`src/rtl/sdram_init_pkg.sv`:
```
package sdram_init_pkg;

  typedef enum logic [1:0] {
    CMD_NOP  = 2'd0,
    CMD_PALL = 2'd1,
    CMD_AREF = 2'd2,
    CMD_MRS  = 2'd3
  } sdramCmd_e;

  localparam int NUM_REFS = 8;

  // strobes from control to datapath
  typedef struct packed {
    logic ldLong;
    logic ldTrc;
    logic ldMrd;
    logic cfgLoad;
    logic refInc;
    logic enPart;
    logic setDone;
  } initStrb_t;

  // status from datapath to control
  typedef struct packed {
    logic waitZero;
    logic refDone;
    logic partEn;
  } initStat_t;

  function automatic int calcInterval(input int clkKhz, input int rows);
    int perRow;
    perRow = (64 * clkKhz) / rows;
    return perRow / 32;
  endfunction

endpackage

```
`src/rtl/sdram_init_ctrl.sv`:
```
module sdram_init_ctrl
  import sdram_init_pkg::*;
#(
  parameter int ADDR_W = 13
) (
  input  logic              clk,
  input  logic              rstN,
  input  logic              start,
  input  initStat_t         stat,
  output initStrb_t         strb,
  output logic [1:0]        cmdOut,
  output logic [ADDR_W-1:0] addrOut
);

  typedef enum logic [3:0] {
    S_IDLE, S_WAIT1, S_CFG, S_WAIT2, S_PALL, S_GAP,
    S_REF, S_ENA, S_MRS, S_MRDW, S_DONE
  } state_e;

  state_e state, nextState;

  always_ff @(posedge clk) begin
    if (!rstN) state <= S_IDLE;
    else       state <= nextState;
  end

  always_comb begin
    nextState = state;
    strb      = '0;
    cmdOut    = CMD_NOP;
    addrOut   = '0;
    unique case (state)
      S_IDLE: if (start) begin
        strb.ldLong = 1'b1;
        nextState   = S_WAIT1;
      end
      S_WAIT1: if (stat.waitZero) nextState = S_CFG;
      S_CFG: begin
        strb.cfgLoad = 1'b1;
        strb.ldLong  = 1'b1;
        nextState    = S_WAIT2;
      end
      S_WAIT2: if (stat.waitZero) nextState = S_PALL;
      S_PALL: begin
        cmdOut      = CMD_PALL;
        addrOut[10] = 1'b1;
        strb.ldTrc  = 1'b1;
        nextState   = S_GAP;
      end
      S_GAP: if (stat.waitZero) nextState = stat.refDone ? S_ENA : S_REF;
      S_REF: begin
        cmdOut      = CMD_AREF;
        strb.refInc = 1'b1;
        strb.ldTrc  = 1'b1;
        nextState   = S_GAP;
      end
      S_ENA: begin
        strb.enPart = 1'b1;
        nextState   = S_MRS;
      end
      S_MRS: begin
        cmdOut     = CMD_MRS;
        strb.ldMrd = 1'b1;
        nextState  = S_MRDW;
      end
      S_MRDW: if (stat.waitZero) begin
        strb.setDone = 1'b1;
        nextState    = S_DONE;
      end
      S_DONE: nextState = S_DONE;
      default: nextState = S_IDLE;
    endcase
  end

  // mode-register-set only with the partition already enabled
  a_r6_mrs_needs_enable: assert property (@(posedge clk) disable iff (!rstN)
    (state == S_MRS) |-> stat.partEn);

  // no refresh beyond the eighth
  a_r5_no_ninth_ref: assert property (@(posedge clk) disable iff (!rstN)
    (state == S_REF) |-> !stat.refDone);

endmodule

```
`src/rtl/sdram_init_dp.sv`:
```
module sdram_init_dp
  import sdram_init_pkg::*;
#(
  parameter int WAIT_CYCLES = 9984,
  parameter int TRC_CYCLES  = 7,
  parameter int TMRD_CYCLES = 2,
  parameter int INTERVAL    = 48,
  parameter int CNT_W       = 14
) (
  input  logic        clk,
  input  logic        rstN,
  input  initStrb_t   strb,
  input  logic        refreshAck,
  output initStat_t   stat,
  output logic [11:0] intervalOut,
  output logic        cfgValid,
  output logic        partEn,
  output logic        refreshReq,
  output logic        done
);

  localparam int PERIOD = INTERVAL * 32;
  localparam int TMR_W  = $clog2(PERIOD + 1);
  localparam logic [CNT_W-1:0] LONG_LD = CNT_W'(WAIT_CYCLES - 1);
  localparam logic [CNT_W-1:0] TRC_LD  = CNT_W'(TRC_CYCLES - 1);
  localparam logic [CNT_W-1:0] MRD_LD  = CNT_W'(TMRD_CYCLES - 1);
  localparam logic [TMR_W-1:0] PER_LD  = TMR_W'(PERIOD - 1);
  localparam logic [3:0]       REF_N   = 4'(NUM_REFS);

  logic [CNT_W-1:0] waitCnt;
  logic [3:0]       refCnt;
  logic [TMR_W-1:0] refTmr;
  logic             expire;

  // shared wait counter for stabilisation, tRC and tMRD delays
  always_ff @(posedge clk) begin
    if (!rstN)             waitCnt <= '0;
    else if (strb.ldLong)  waitCnt <= LONG_LD;
    else if (strb.ldTrc)   waitCnt <= TRC_LD;
    else if (strb.ldMrd)   waitCnt <= MRD_LD;
    else if (waitCnt != 0) waitCnt <= waitCnt - 1'b1;
  end

  always_ff @(posedge clk) begin
    if (!rstN)            refCnt <= '0;
    else if (strb.refInc) refCnt <= refCnt + 1'b1;
  end

  always_ff @(posedge clk) begin
    if (!rstN) begin
      intervalOut <= '0;
      cfgValid    <= 1'b0;
      partEn      <= 1'b0;
      done        <= 1'b0;
    end else begin
      if (strb.cfgLoad) begin
        intervalOut <= 12'(INTERVAL);
        cfgValid    <= 1'b1;
      end
      if (strb.enPart)  partEn <= 1'b1;
      if (strb.setDone) done   <= 1'b1;
    end
  end

  // periodic refresh timer, free-running once done
  assign expire = done && (refTmr == '0);

  always_ff @(posedge clk) begin
    if (!rstN)       refTmr <= '0;
    else if (!done)  refTmr <= PER_LD;
    else if (expire) refTmr <= PER_LD;
    else             refTmr <= refTmr - 1'b1;
  end

  always_ff @(posedge clk) begin
    if (!rstN)           refreshReq <= 1'b0;
    else if (expire)     refreshReq <= 1'b1;
    else if (refreshAck) refreshReq <= 1'b0;
  end

  assign stat.waitZero = (waitCnt == '0);
  assign stat.refDone  = (refCnt == REF_N);
  assign stat.partEn   = partEn;

  a_r7_done_sticky: assert property (@(posedge clk) disable iff (!rstN)
    done |=> done);

  a_r6_enable_sticky: assert property (@(posedge clk) disable iff (!rstN)
    partEn |=> partEn);

  a_r8_req_held: assert property (@(posedge clk) disable iff (!rstN)
    (refreshReq && !refreshAck) |=> refreshReq);

  a_r1_no_req_before_done: assert property (@(posedge clk) disable iff (!rstN)
    !done |-> !refreshReq);

  a_r5_ref_count_bound: assert property (@(posedge clk) disable iff (!rstN)
    refCnt <= REF_N);

endmodule

```
`src/rtl/sdram_init_seq.sv`:
```
module sdram_init_seq
  import sdram_init_pkg::*;
#(
  parameter int WAIT_CYCLES = 9984,
  parameter int TRC_CYCLES  = 7,
  parameter int TMRD_CYCLES = 2,
  parameter int ROWS        = 4096,
  parameter int CLK_KHZ     = 99500,
  parameter int ADDR_W      = 13
) (
  input  logic              clk,
  input  logic              rstN,
  input  logic              start,
  input  logic              refreshAck,
  output logic [1:0]        cmdOut,
  output logic [ADDR_W-1:0] addrOut,
  output logic              cke,
  output logic              partEn,
  output logic [1:0]        rowCode,
  output logic [11:0]       intervalOut,
  output logic              refreshReq,
  output logic              done
);

  localparam int INTERVAL = calcInterval(CLK_KHZ, ROWS);
  localparam int MAX_LD   = (WAIT_CYCLES > TRC_CYCLES) ?
                            ((WAIT_CYCLES > TMRD_CYCLES) ? WAIT_CYCLES : TMRD_CYCLES) :
                            ((TRC_CYCLES > TMRD_CYCLES) ? TRC_CYCLES : TMRD_CYCLES);
  localparam int CNT_W    = $clog2(MAX_LD + 1);
  localparam logic [1:0] ROW_CODE = (ROWS >= 8192) ? 2'd2 : 2'd1;

  initStrb_t strb;
  initStat_t stat;
  logic      cfgValid;

  sdram_init_ctrl #(.ADDR_W(ADDR_W)) u_ctrl (
    .clk     (clk),
    .rstN    (rstN),
    .start   (start),
    .stat    (stat),
    .strb    (strb),
    .cmdOut  (cmdOut),
    .addrOut (addrOut)
  );

  sdram_init_dp #(
    .WAIT_CYCLES (WAIT_CYCLES),
    .TRC_CYCLES  (TRC_CYCLES),
    .TMRD_CYCLES (TMRD_CYCLES),
    .INTERVAL    (INTERVAL),
    .CNT_W       (CNT_W)
  ) u_dp (
    .clk         (clk),
    .rstN        (rstN),
    .strb        (strb),
    .refreshAck  (refreshAck),
    .stat        (stat),
    .intervalOut (intervalOut),
    .cfgValid    (cfgValid),
    .partEn      (partEn),
    .refreshReq  (refreshReq),
    .done        (done)
  );

  assign rowCode = cfgValid ? ROW_CODE : 2'd0;
  assign cke     = 1'b1;

endmodule

```
`config.mk`:
```
export PLATFORM = sky130hd
export DESIGN_NAME = sdram_init_seq
export DESIGN_NICKNAME = d
export VERILOG_FILES = /design/src/rtl/sdram_init_pkg.sv /design/src/rtl/sdram_init_ctrl.sv /design/src/rtl/sdram_init_dp.sv /design/src/rtl/sdram_init_seq.sv
export SDC_FILE = /design/constraint.sdc
export NUM_CORES = 1
export LEC_CHECK = 0
export BUFFER_PORTS_ARGS = -buffer_cell sky130_fd_sc_hd__buf_2
export CORE_MARGIN = 3
export CORE_UTILIZATION = 50
export DETAILED_ROUTE_END_ITERATION = 8
export PLACE_DENSITY = 0.76
export SETUP_SLACK_MARGIN = 0.3
export SYNTH_ARGS = -nofsm -noshare
export SYNTH_HDL_FRONTEND = slang
export SYNTH_SLANG_ARGS = --single-unit
```
`constraint.sdc`:
```
create_clock -name clk -period 1.8 [get_ports clk]
set_input_delay 0.36 -clock clk [delete_from_list [all_inputs] [get_ports clk]]
set_output_delay 0.36 -clock clk [all_outputs]
set_load 0.01 [all_outputs]
```
-- Word level (Yosys, flattened, before mapping)
Cells that the tools add are included.
- add/sub/neg operators: 3
- eq/ne operators: 16
- multiplexer cells: 27
- bitwise logic cells: 2
- reductions and logical operators: 11
- operator list (operator ; number):
    $mux 14 ; 4
    $pmux 4 s10 ; 1
    $mux 11 ; 2
    $mux 4 ; 5
    $eq 4x3->1 const B ; 4
    $eq 4x4->1 const B ; 4
    $logic_not 14->1 ; 1
    $reduce_bool 14->1 ; 1
    $sub 14x1->14 const B ; 1
    $mux 1 ; 13
    $logic_not 11->1 ; 1
    $sub 11x1->11 const B ; 1
    $ne 2x2->1 const B ; 5
    $eq 4x2->1 const B ; 2
    $pmux 2 s3 ; 1
    $reduce_and 5->1 ; 1
    $add 4x1->4 const B ; 1
    $eq 4x1->1 const B ; 1
    $logic_not 4->1 ; 1
    $reduce_bool 4->1 ; 1
    $reduce_or 4->1 ; 1
    $reduce_or 3->1 ; 1
    $not 1->1 ; 2
    $pmux 1 s2 ; 1
    other kinds (3) ; 3
- register bits after elaboration: 38
- input port bits: 4
- output and inout port bits: 33
- logic and storage cells: 70

-- Depth between registers and ports, before layout
Gate-level depths: netlist (run 1).
- depth after elaboration: 5
- mapped depth: 7
- gate-level depth less buffers: 6

-- Hierarchy
A second synthesis (run 1) with hierarchy kept.
- cells, all modules: 239
- area total of the unflattened synthesis: 2016.9 um2
- by module, submodules not included (module ; instances ; cells each ; area each (um2) ; sequential area each (um2)):
    sdram_init_dp ; 1 ; 180 ; 1597.8 ; 660.6
    sdram_init_ctrl ; 1 ; 54 ; 389.1 ; 80.1
    sdram_init_seq ; 1 ; 5 ; 30.0 ; 0.0

-- Least setup slack after synthesis (run 1)
No wires, ideal clock.
- path kind: reg2reg
- start point: reg u_dp.waitCnt[0]
- end point: reg u_dp.waitCnt[10]
- setup time: 122 ps
- arrival time: 1718 ps
- data required time: 1678 ps
- path slack: -40 ps
- cell stages (with the launch flop): 7
- buffers on the path: 0
- period minus slack after synthesis: 1840 ps
- cell sequence: dfxtp_1 > inv_1 > ha_1 > or4b_2 > nor4_1 > xnor2_1 > o21ai_1
- longest elaborated chain between the ends: 5
- elaborated cells between the ends (all ways): 7
- those cells by class: add/sub: 1; mux: 4; reduce/logical: 2
- RTL lines (what ; line ; source):
    start: declaration ; sdram_init_dp.sv:30 ; logic [CNT_W-1:0] waitCnt;
    start signal: assignment ; sdram_init_dp.sv:41 ; else if (waitCnt != 0) waitCnt <= waitCnt - 1'b1;
    $sub 14x1->14 ; sdram_init_dp.sv:41 ;
    $mux 14 ; sdram_init_dp.sv:41 ;
    $mux 14 ; sdram_init_dp.sv:40 ; else if (strb.ldMrd) waitCnt <= MRD_LD;
    $mux 14 ; sdram_init_dp.sv:39 ; else if (strb.ldTrc) waitCnt <= TRC_LD;
    $mux 14 ; sdram_init_dp.sv:38 ; else if (strb.ldLong) waitCnt <= LONG_LD;
Parallel ways exist; a longest one is shown, timed or not. The select of a mux whose other input is x is not followed.
A chain may end at the register's enable or synchronous reset.

-- Worst setup path after layout (run 1)
- start point: reg u_dp.waitCnt[1]
- end point: reg u_dp.waitCnt[11]
- longest elaborated chain between the ends: 1
- elaborated cells between the ends (all ways): 2
- those cells by class: add/sub: 1; reduce/logical: 1
- RTL lines (what ; line):
    $sub 14x1->14 or $reduce_bool 14->1 (tied branches) ; sdram_init_dp.sv:41
Parallel ways exist; a longest one is shown, timed or not.

==> flow_summary.json, run 1 <==
{
  "status": "finished with violations",
  "crit_path_cell_trace": "or4_4 > or3_4 > or4_4 > a21oi_2",
  "drt-pass1-iter-count": 4,
  "antenna_found_initial": 0,
  "cp_top_family": "simple AND/OR/NAND/NOR gates",
  "gp_congestion": 0.883,
  "worstPathRequired_ns": 2.03,
  "clkSinkCount": 37,
  "num_vias": 1772,
  "final-hold-violation-count": 0,
  "synthCells": 248,
  "layout_min_cycle_time_ns": 1.83,
  "synth_ff_type": "dfxtp_1",
  "failed_checks": "negative setup slack",
  "maxSlewViolCount": 0,
  "post_drt_wl_per_cell_um": 13.6,
  "drt_iter0_markers": 73,
  "synth-edff-count": 0,
  "arrival_ns": 2.05,
  "drv_cap": 0,
  "clock_latency_ns": 0.29,
  "setup_viol": 1,
  "synth_top_area_share_pct": 35.8,
  "grt_pass1_vias": 1624,
  "yosysMostFrequentCell": "dfxtp_1",
  "syn_area_per_cell_um2": 8.33,
  "place_hpwl_mm": 3.04,
  "cts-buffers-inserted": 5,
  "grt_max_degree": 22,
  "rsz0062_at_grt": "yes",
  "io_pins": 37,
  "viasPerCell": 5.34,
  "crit_fanout": 3,
  "start_util_pct": 54.0,
  "finalNetCount": 293,
  "tritoncts": "built",
  "fin_crit_sh_pct": 102,
  "synth_largest_area_cell": "dfxtp_1",
  "critical_path_buf_inv_count": 0,
  "path_clk_slew_ns": 0.08,
  "cp-end-kind": "flip-flop",
  "async_flop_share_pct": 0,
  "placed_cell_area_mm2": 0.00222,
  "critPathMaxStageDelay_ns": 0.53,
  "design.die.area_mm2": 0.00494,
  "cts_max_level": 2,
  "critPathLaunchType": "flip-flop",
  "netlist_top_cells_area": "dfxtp_1 36%, buf_4 9.8%, a21oi_1 5.3%",
  "cp_slowest_cell": "or4_4",
  "grt_pass1_wl_mm": 7.23,
  "fp.dieH_um": 70.3,
  "die_w_um": 70.3,
  "grt.total_usage_pct": 18.2,
  "syn_to_final_growth_pct": 27.1,
  "rows": 22,
  "setup_ws_ns": -0.0286,
  "max_freq_mhz": 547,
  "synth_common_cells": "37 x dfxtp_1, 27 x buf_4, 24 x nor2_1, 22 x a21oi_1, 11 x clkbuf_1",
  "slew-limit-headroom_pct": 62.2,
  "port_buffers": 12,
  "peakVddDrop_uv": 519,
  "antenna_left": 0,
  "crit_path_frequent_cell": "or4_4",
  "hold_class": "in2reg",
  "total_power_mw": 2.31,
  "powerDensity_mw_per_mm2": 880,
  "worstSetupPathType": "reg2reg",
  "core_mm2": 0.00383,
  "cts-root-buf": "clkbuf_8",
  "worstMarginPinSlew_ns": 0.562,
  "drc": 0,
  "fin_skew_ns": 0.00912,
  "yosys_warnings": 0,
  "cts.path.max_buffers": 2,
  "ys_ff_latch": 37,
  "synth_area_mm2": 0.00207,
  "grt-ovfl-total": 0,
  "diodes": 0,
  "rrSetupSlack_ns": -0.03,
  "drt_wl_total_mm": 4.52,
  "yosysSeqAreaShare_pct": 35.8,
  "power_leakage_nw": 1.06,
  "synth_cell_types": 53,
  "drive_gt1_share_pct": 35.9,
  "post-route-cell-area_mm2": 0.00263,
  "postLayoutCoreUtil_pct": 68.6
}
flip-flops by register name (all words and copies together), names as in the netlist:
signal           cells
u_ctrl.state         4
u_dp.cfgValid        1
u_dp.done            1
u_dp.partEn          1
u_dp.refCnt          4
u_dp.refTmr         11
u_dp.refreshReq      1
u_dp.waitCnt        14
final cells by class:
| type | count | area [um^2] |
|---|---|---|
| Multi-Input combinational cell | 184 | 1340 |
| Clock buffer | 6 | 82.6 |
| Tap cell | 48 | 60.1 |
| Timing Repair Buffer | 46 | 337 |
| Clock inverter | 1 | 7.51 |
| Inverter | 10 | 40.0 |
| Fill cell | 297 | 1200 |
| Sequential cell | 37 | 757 |
through the flow:
step,instances,setup TNS (ns),hold WS [ns],setup slack (ns)
floorplan,270,0,0.433,0.0430
finish,332,-0.0286,0.391,-0.0286
detailed placement,314,-0.271,0.459,-0.0815
global route,332,-0.165,0.389,-0.0562
global placement,314,-0.0160,0.450,-0.0160
CTS,329,-0.0195,0.380,-0.0195
cells by family after synthesis:
group / after synthesis / share of synthesized area (%)
AO/OA/AOI/OAI: 51 / 15.1
other: 2 / 0.363
XOR/XNOR: 18 / 7.63
adder cells (fa/ha/maj): 5 / 3.03
multiplexers: 2 / 0.969
flip-flops: 37 / 35.8
buffers and inverters: 49 / 13.9
AND/OR/NAND/NOR: 84 / 23.2
timing repair:
item	CTS	global route
setup endpoints to repair	22	32
hold buffers	0	0
hold endpoints to repair	0	0
pin swaps	16	8
resized for setup	44	19
buffers inserted	8	3
cells in the final DEF (no fill, tap or decap), drive strengths merged, types with 4 or more instances in the layout:
master	Yosys	final
conb	2	24
nor4	6	6
o21ai	9	9
xor2	8	8
clkbuf	11	6
inv	10	10
nand4	4	4
nor2b	6	6
xnor2	10	10
nor2	24	24
or4	6	6
nor3	8	8
nand2	9	9
ha	5	5
buf	28	46
dfxtp	37	37
or3	5	5
a21oi	22	22
worst paths after layout:
check / from / endpoint / cells past startpoint
setup / recovery: u_dp.waitCnt[1] / u_dp.waitCnt[11] / 4
hold / removal: rstN / u_ctrl.state[0] / 2
setup reg to reg: u_dp.waitCnt[1] / u_dp.waitCnt[11] / 4
hold reg to reg: u_dp.refTmr[0] / u_dp.refTmr[0] / 1
where the power goes:
| group | internal (mW) | leakage (nW) | switching (mW) |
|---|---|---|---|
| combinational | 0.361 | 0.709 | 0.353 |
| clock | 0.303 | 0.0433 | 0.292 |
| sequential | 0.899 | 0.309 | 0.102 |
worst register-to-register path, cell delays in order, from the launching register on:
cell,delay (ns)
dfxtp_2,0.34
or4_4,0.53
or3_4,0.34
or4_4,0.42
a21oi_2,0.13
metal layers:
metal  up-vias  share of wire (%)  global-route usage, %
li1        891                  -                      -
met1       828                 43                   21.7
met2        42                 52                   30.9
met3        11                3.8                   5.76
met4         0                2.0                   5.96
met5         -                  0                      0
No activity file was read; power rests on OpenSTA's default activity.
==> inputs of run 2 (changes only) <==
--- a/config.mk
+++ b/config.mk
@@ -7,9 +7,9 @@
 export LEC_CHECK = 0
 export BUFFER_PORTS_ARGS = -buffer_cell sky130_fd_sc_hd__buf_2
 export CORE_MARGIN = 3
-export CORE_UTILIZATION = 50
+export CORE_UTILIZATION = 59
 export DETAILED_ROUTE_END_ITERATION = 8
-export PLACE_DENSITY = 0.76
+export PLACE_DENSITY = 0.84
 export SETUP_SLACK_MARGIN = 0.3
 export SYNTH_ARGS = -nofsm -noshare
 export SYNTH_HDL_FRONTEND = slang
==> constraint.sdc (replaced) <==
create_clock -name clk -period 2.2 [get_ports clk]
set_input_delay 0.44 -clock clk [delete_from_list [all_inputs] [get_ports clk]]
set_output_delay 0.44 -clock clk [all_outputs]
set_load 0.01 [all_outputs]
==> run 2 against run 1 <==
The run now ends clean; sequential share of layout area rose by 3.5 points; sequential power is 17% lower; total power shrank 26%; global-route usage up 4.2 points; worst setup slack improved by 0.30 ns; flip-flop and latch count is the same; combinational power decreased by 46%; clock skew down 0.0037 ns; core utilization is 4.4 points higher; via count grew 1.4%.
==> flow_summary.json, run 2 (synthesis results as in run 1) <==
{
  "status": "finished clean",
  "rows": 20,
  "slew-limit-headroom_pct": 59.8,
  "cts_max_level": 2,
  "place_inst": 294,
  "gp_congestion": 0.884,
  "powerDensity_mw_per_mm2": 733,
  "critPathMaxStageDelay_ns": 0.58,
  "clkSinkCount": 37,
  "path_clk_slew_ns": 0.11,
  "power_leakage_nw": 0.942,
  "grt_pass1_wl_mm": 7.59,
  "mostFrequentLayoutCell": "dfxtp_1",
  "antenna_found_initial": 0,
  "grt_max_degree": 18,
  "syn_to_final_growth_pct": 13.1,
  "total_power_mw": 1.71,
  "fp.dieH_um": 65.2,
  "antenna_left": 0,
  "finalNetCount": 275,
  "port_buffers": 12,
  "top_regs": "u_dp.waitCnt: 14 flops, u_dp.refTmr: 11 flops",
  "cp-end-kind": "output pin",
  "instances_no_fill": 311,
  "postLayoutCoreUtil_pct": 73.0,
  "start_util_pct": 64.5,
  "max_freq_mhz": 518,
  "post_drt_wl_per_cell_um": 15.1,
  "fin_tns_setup_ns": 0,
  "critPathLaunchType": "flip-flop",
  "maxSlewViolCount": 0,
  "tritoncts": "built",
  "worstPathRequired_ns": 1.76,
  "largest_register_ffs": 14,
  "crit_path_cell_trace": "or4b_4 > o21ai_2 > buf_2",
  "num_vias": 1796,
  "rsz0062_at_grt": "yes",
  "grt_pass1_vias": 1686,
  "drt_iter0_markers": 76,
  "setup_viol": 0,
  "p_switching_uw": 529,
  "hold_class": "in2reg",
  "cts.path.max_buffers": 2,
  "drt_wl_total_mm": 4.69,
  "drv_cap": 0,
  "drt-pass1-iter-count": 4,
  "core_mm2": 0.00320,
  "layout_common_cells": "31 x dfxtp_1, 24 x conb_1, 23 x nor2_1, 21 x a21oi_1, 14 x buf_4",
  "layout_min_cycle_time_ns": 1.93,
  "seqPwrFrac_pct": 48.4,
  "pwr-share-comb_pct": 22.7,
  "clkPwrFrac_pct": 28.9,
  "crit_fanout": 3,
  "viasPerCell": 5.77,
  "worstSetupPathType": "reg2out",
  "fin_crit_sh_pct": 87.7,
  "largest-register": "u_dp.waitCnt",
  "arrival_ns": 1.49,
  "place_hpwl_mm": 2.88,
  "cp_slowest_cell": "or4b_4",
  "peakVddDrop_uv": 512,
  "io_pins": 37,
  "final-hold-violation-count": 0,
  "swShare_pct": 30.9,
  "internal_power_mw": 1.18,
  "fin_skew_ns": 0.00546,
  "grt.total_usage_pct": 22.5,
  "cts-buffers-inserted": 5,
  "design.die.area_mm2": 0.00425,
  "drc": 0,
  "cts-root-buf": "clkbuf_4",
  "r2r_cells": 4,
  "clock_latency_ns": 0.35,
  "grt-ovfl-total": 0,
  "worstMarginPinSlew_ns": 0.598,
  "diodes": 0,
  "drive_gt1_share_pct": 23.2,
  "die_w_um": 65.2,
  "min_path_cells": 2
}
[run 2: power groups by stage]
| stage | combinational (mW) | sequential, mW | clock (mW) |
|---|---|---|---|
| finish | 0.389 | 0.828 | 0.496 |
| global route | 0.428 | 0.839 | 0.533 |
| global placement | 0.311 | 0.820 | 0 |
| floorplan | 0.296 | 0.802 | 0 |
| detailed placement | 0.318 | 0.823 | 0 |
| CTS | 0.342 | 0.813 | 0.503 |
[run 2: final cells by class]
type | count | area, um^2
multi-input combinational | 184 | 1200
inverter | 10 | 37.5
tap | 44 | 55.1
timing repair buffer | 28 | 200
sequential | 37 | 756
clock buffer | 7 | 55.1
fill | 241 | 865
clock inverter | 1 | 30.0
[run 2: path summary, 6_finish.rpt]
| path | slack [ns] | to | from |
|---|---|---|---|
| max | 0.27 | cmdOut[0] | u_ctrl.state[0] |
| min | 0.40 | u_ctrl.state[0] | rstN |
| max reg2reg | 0.30 | u_dp.waitCnt[11] | u_dp.waitCnt[0] |
| min reg2reg | 0.48 | u_dp.partEn | u_dp.partEn |
[run 2: layer usage]
layer | global-route usage (%) | up-vias | routed length (um) | share of wire (%)
li1 | - | 862 | - | -
met1 | 26.7 | 839 | 1870 | 40
met2 | 38.8 | 82 | 2330 | 50
met3 | 3.93 | 13 | 380 | 8.1
met4 | 10.9 | 0 | 105 | 2.2
met5 | 0 | - | 0 | 0
[run 2: repair_timing]
item / CTS / global route
gates resized for setup: 15 / 19
hold buffers: 0 / 0
setup buffers: 7 / 2
endpoints found under the setup margin: 19 / 15
pin swaps: 3 / 8
[run 2: critical path, delay by kind of cell (launching register included)]
kind                   cells  cell delay, ns
and+or+nand+nor            1            0.58
DFF                        1            0.35
buffers and inverters      1            0.14
AOI/OAI and AO/OA          1            0.08
[run 2: per-stage QoR]
stage / setup slack, ns / cell area, um^2 / hold WS [ns]
5_1_grt: 0.230 / 2340 / 0.412
4_1_cts: 0.255 / 2240 / 0.393
6_report: 0.270 / 2340 / 0.401
3_5_place_dp: 0.133 / 2070 / 0.461
3_3_place_gp: 0.263 / 2070 / 0.450
2_1_floorplan: 0.360 / 2150 / 0.433
==> inputs of run 3 (changes only) <==
--- a/config.mk
+++ b/config.mk
@@ -9,6 +9,7 @@
 export CORE_MARGIN = 3
 export CORE_UTILIZATION = 59
 export DETAILED_ROUTE_END_ITERATION = 8
+export MAX_ROUTING_LAYER = met4
 export PLACE_DENSITY = 0.84
 export SETUP_SLACK_MARGIN = 0.3
 export SYNTH_ARGS = -nofsm -noshare
==> run 3 against run 2 <==
Wire length decreased by 0.36%; count of clock-buffer cells in the layout stayed put; die area unchanged; core utilization is the same; register-to-register slack barely moved; hold slack got worse by 0.00051 ns; critical path type unchanged; fmax grew 0.18%; critical path depth unchanged; clock power hardly changed; sequential share of layout area stayed put; combinational power barely moved.
==> flow_summary.json, run 3 (synthesis results as in run 1) <==
{
  "instances_no_fill": 311,
  "placed_cell_area_mm2": 0.00207,
  "critPathLaunchType": "flip-flop",
  "cts_max_level": 2,
  "grt_max_degree": 18,
  "slew-limit-headroom_pct": 60.6,
  "max_freq_mhz": 519,
  "drv_cap": 0,
  "viasPerCell": 5.82,
  "layout_common_cells": "31 x dfxtp_1, 24 x conb_1, 23 x nor2_1, 21 x a21oi_1, 14 x buf_4",
  "rsz0062_at_grt": "yes",
  "cts-buffers-inserted": 5,
  "tritoncts": "built",
  "post-route-cell-area_mm2": 0.00234,
  "min_from": "rstN",
  "p_switching_uw": 527,
  "reg2reg_to": "u_dp.waitCnt[11]",
  "rrSetupSlack_ns": 0.30,
  "drc": 0,
  "top_regs": "u_dp.waitCnt: 14 flops, u_dp.refTmr: 11 flops",
  "design.die.area_mm2": 0.00425,
  "hold_buffers": 0,
  "grt_pass1_vias": 1683,
  "crit_fanout": 3,
  "min_to": "u_ctrl.state[0]",
  "clock_latency_ns": 0.34,
  "whs_ns": 0.401,
  "io_pins": 37,
  "fin_skew_ns": 0.00325,
  "r2r_cells": 4,
  "grt-ovfl-total": 0,
  "hold_class": "in2reg",
  "cts.path.max_buffers": 2,
  "post_drt_wl_per_cell_um": 15.0,
  "fin_crit_sh_pct": 87.6,
  "antenna_left": 0,
  "setup_ws_ns": 0.273,
  "gp_congestion": 0.898,
  "crit_path_cell_trace": "or4b_4 > o21ai_2 > buf_2",
  "drt_wl_total_mm": 4.67,
  "antenna_found_initial": 0,
  "fin_tns_setup_ns": 0,
  "grt.total_usage_pct": 23.3,
  "layout_min_cycle_time_ns": 1.93,
  "largest-register": "u_dp.waitCnt",
  "clkPwrFrac_pct": 29.0,
  "rows": 20,
  "syn_to_final_growth_pct": 13.1,
  "status": "finished clean",
  "seqPwrFrac_pct": 48.4,
  "cp-end-kind": "output pin",
  "critical_path_buf_inv_count": 1,
  "arrival_ns": 1.49,
  "place_inst": 294,
  "final-hold-violation-count": 0,
  "diodes": 0,
  "path_clk_slew_ns": 0.11,
  "cp_top_family": "simple AND/OR/NAND/NOR gates",
  "port_buffers": 12,
  "core_mm2": 0.00320,
  "critPathMaxStageDelay_ns": 0.58,
  "drive_gt1_share_pct": 23.2,
  "drt-pass1-iter-count": 5,
  "cp-startpoint": "u_ctrl.state[0]",
  "fp.dieH_um": 65.2,
  "cts-root-buf": "clkbuf_4",
  "worstPathRequired_ns": 1.76,
  "finalNetCount": 275,
  "mostFrequentLayoutCell": "dfxtp_1",
  "place_hpwl_mm": 2.88,
  "largest_register_ffs": 14,
  "fillers": 241,
  "pwr-share-comb_pct": 22.7,
  "start_util_pct": 64.5,
  "internal_power_mw": 1.18,
  "r2r-start": "u_dp.waitCnt[0]",
  "worstMarginPinSlew_ns": 0.587,
  "die_w_um": 65.2,
  "worstSetupPathType": "reg2out",
  "multi_input_area_mm2": 0.00120,
  "swShare_pct": 30.8,
  "min_path_cells": 2,
  "powerDensity_mw_per_mm2": 731,
  "dp_slack_ns": 0.133,
  "peakVddDrop_uv": 513,
  "setup_viol": 0,
  "power_leakage_nw": 0.942,
  "drt_iter0_markers": 92,
  "cp_slowest_cell": "or4b_4",
  "regArea_um2": 756,
  "grt_pass1_wl_mm": 7.60,
  "num_vias": 1810,
  "maxSlewViolCount": 0,
  "clkSinkCount": 37
}
run 3: cell counts in the layout (fill, tap and decap cells not counted):
Identical to the previous run, type by type.
run 3: worst max-delay path by stage:
stage                       end  cells past startpoint
5_1_grt               cmdOut[0]                      4
6_report              cmdOut[0]                      3
3_3_place_gp    u_dp.waitCnt[3]                      6
2_1_floorplan  u_dp.waitCnt[10]                      6
3_5_place_dp    u_dp.waitCnt[3]                      6
4_1_cts               cmdOut[0]                      3
run 3: power groups by stage:
| stage | Sequential (mW) | Clock (mW) | Combinational, mW |
|---|---|---|---|
| after floorplan | 0.802 | 0 | 0.296 |
| after global placement | 0.820 | 0 | 0.311 |
| after detailed placement | 0.823 | 0 | 0.318 |
| after CTS | 0.813 | 0.503 | 0.342 |
| after global routing | 0.839 | 0.539 | 0.428 |
| final | 0.827 | 0.495 | 0.388 |
run 3: layer usage:
metal | vias up | routed length (um) | share of wire (%) | global-route usage (%)
met4 | 0 | 99 | 2.1 | 8.55
met5 | - | 0 | 0 | -
met1 | 853 | 1940 | 41 | 26.7
li1 | 864 | - | - | -
met2 | 79 | 2310 | 50 | 38.8
met3 | 14 | 321 | 6.9 | 6.50
run 3: final cells by class:
class | instances | share of cell area [%]
repair buffers | 28 | 8.56
clock buffers | 7 | 2.35
flip-flops and latches | 37 | 32.3
clock inverters | 1 | 1.28
well taps | 44 | 2.35
multi-input cells | 184 | 51.5
inverters | 10 | 1.61
run 3: repair_timing:
action                     in CTS  in global routing
setup endpoints to repair      19                 15
resized for setup              15                 19
buffers inserted                7                  2
cloned                          0                  0
pin swaps                       3                  8
run 3: worst register-to-register path: stages, from the launching register on:
cell and delay (ns):
dfxtp_2 0.35, or4_4 0.56, or3_4 0.40, or4_4 0.42, a21oi_2 0.12
run 3: stage by stage:
stage / util (%) / power, mW
6_report: 73.0 / 1.71
5_1_grt: 73.0 / 1.81
3_5_place_dp: 64.6 / 1.14
3_3_place_gp: 64.6 / 1.13
2_1_floorplan: - / 1.10
4_1_cts: 70.1 / 1.66
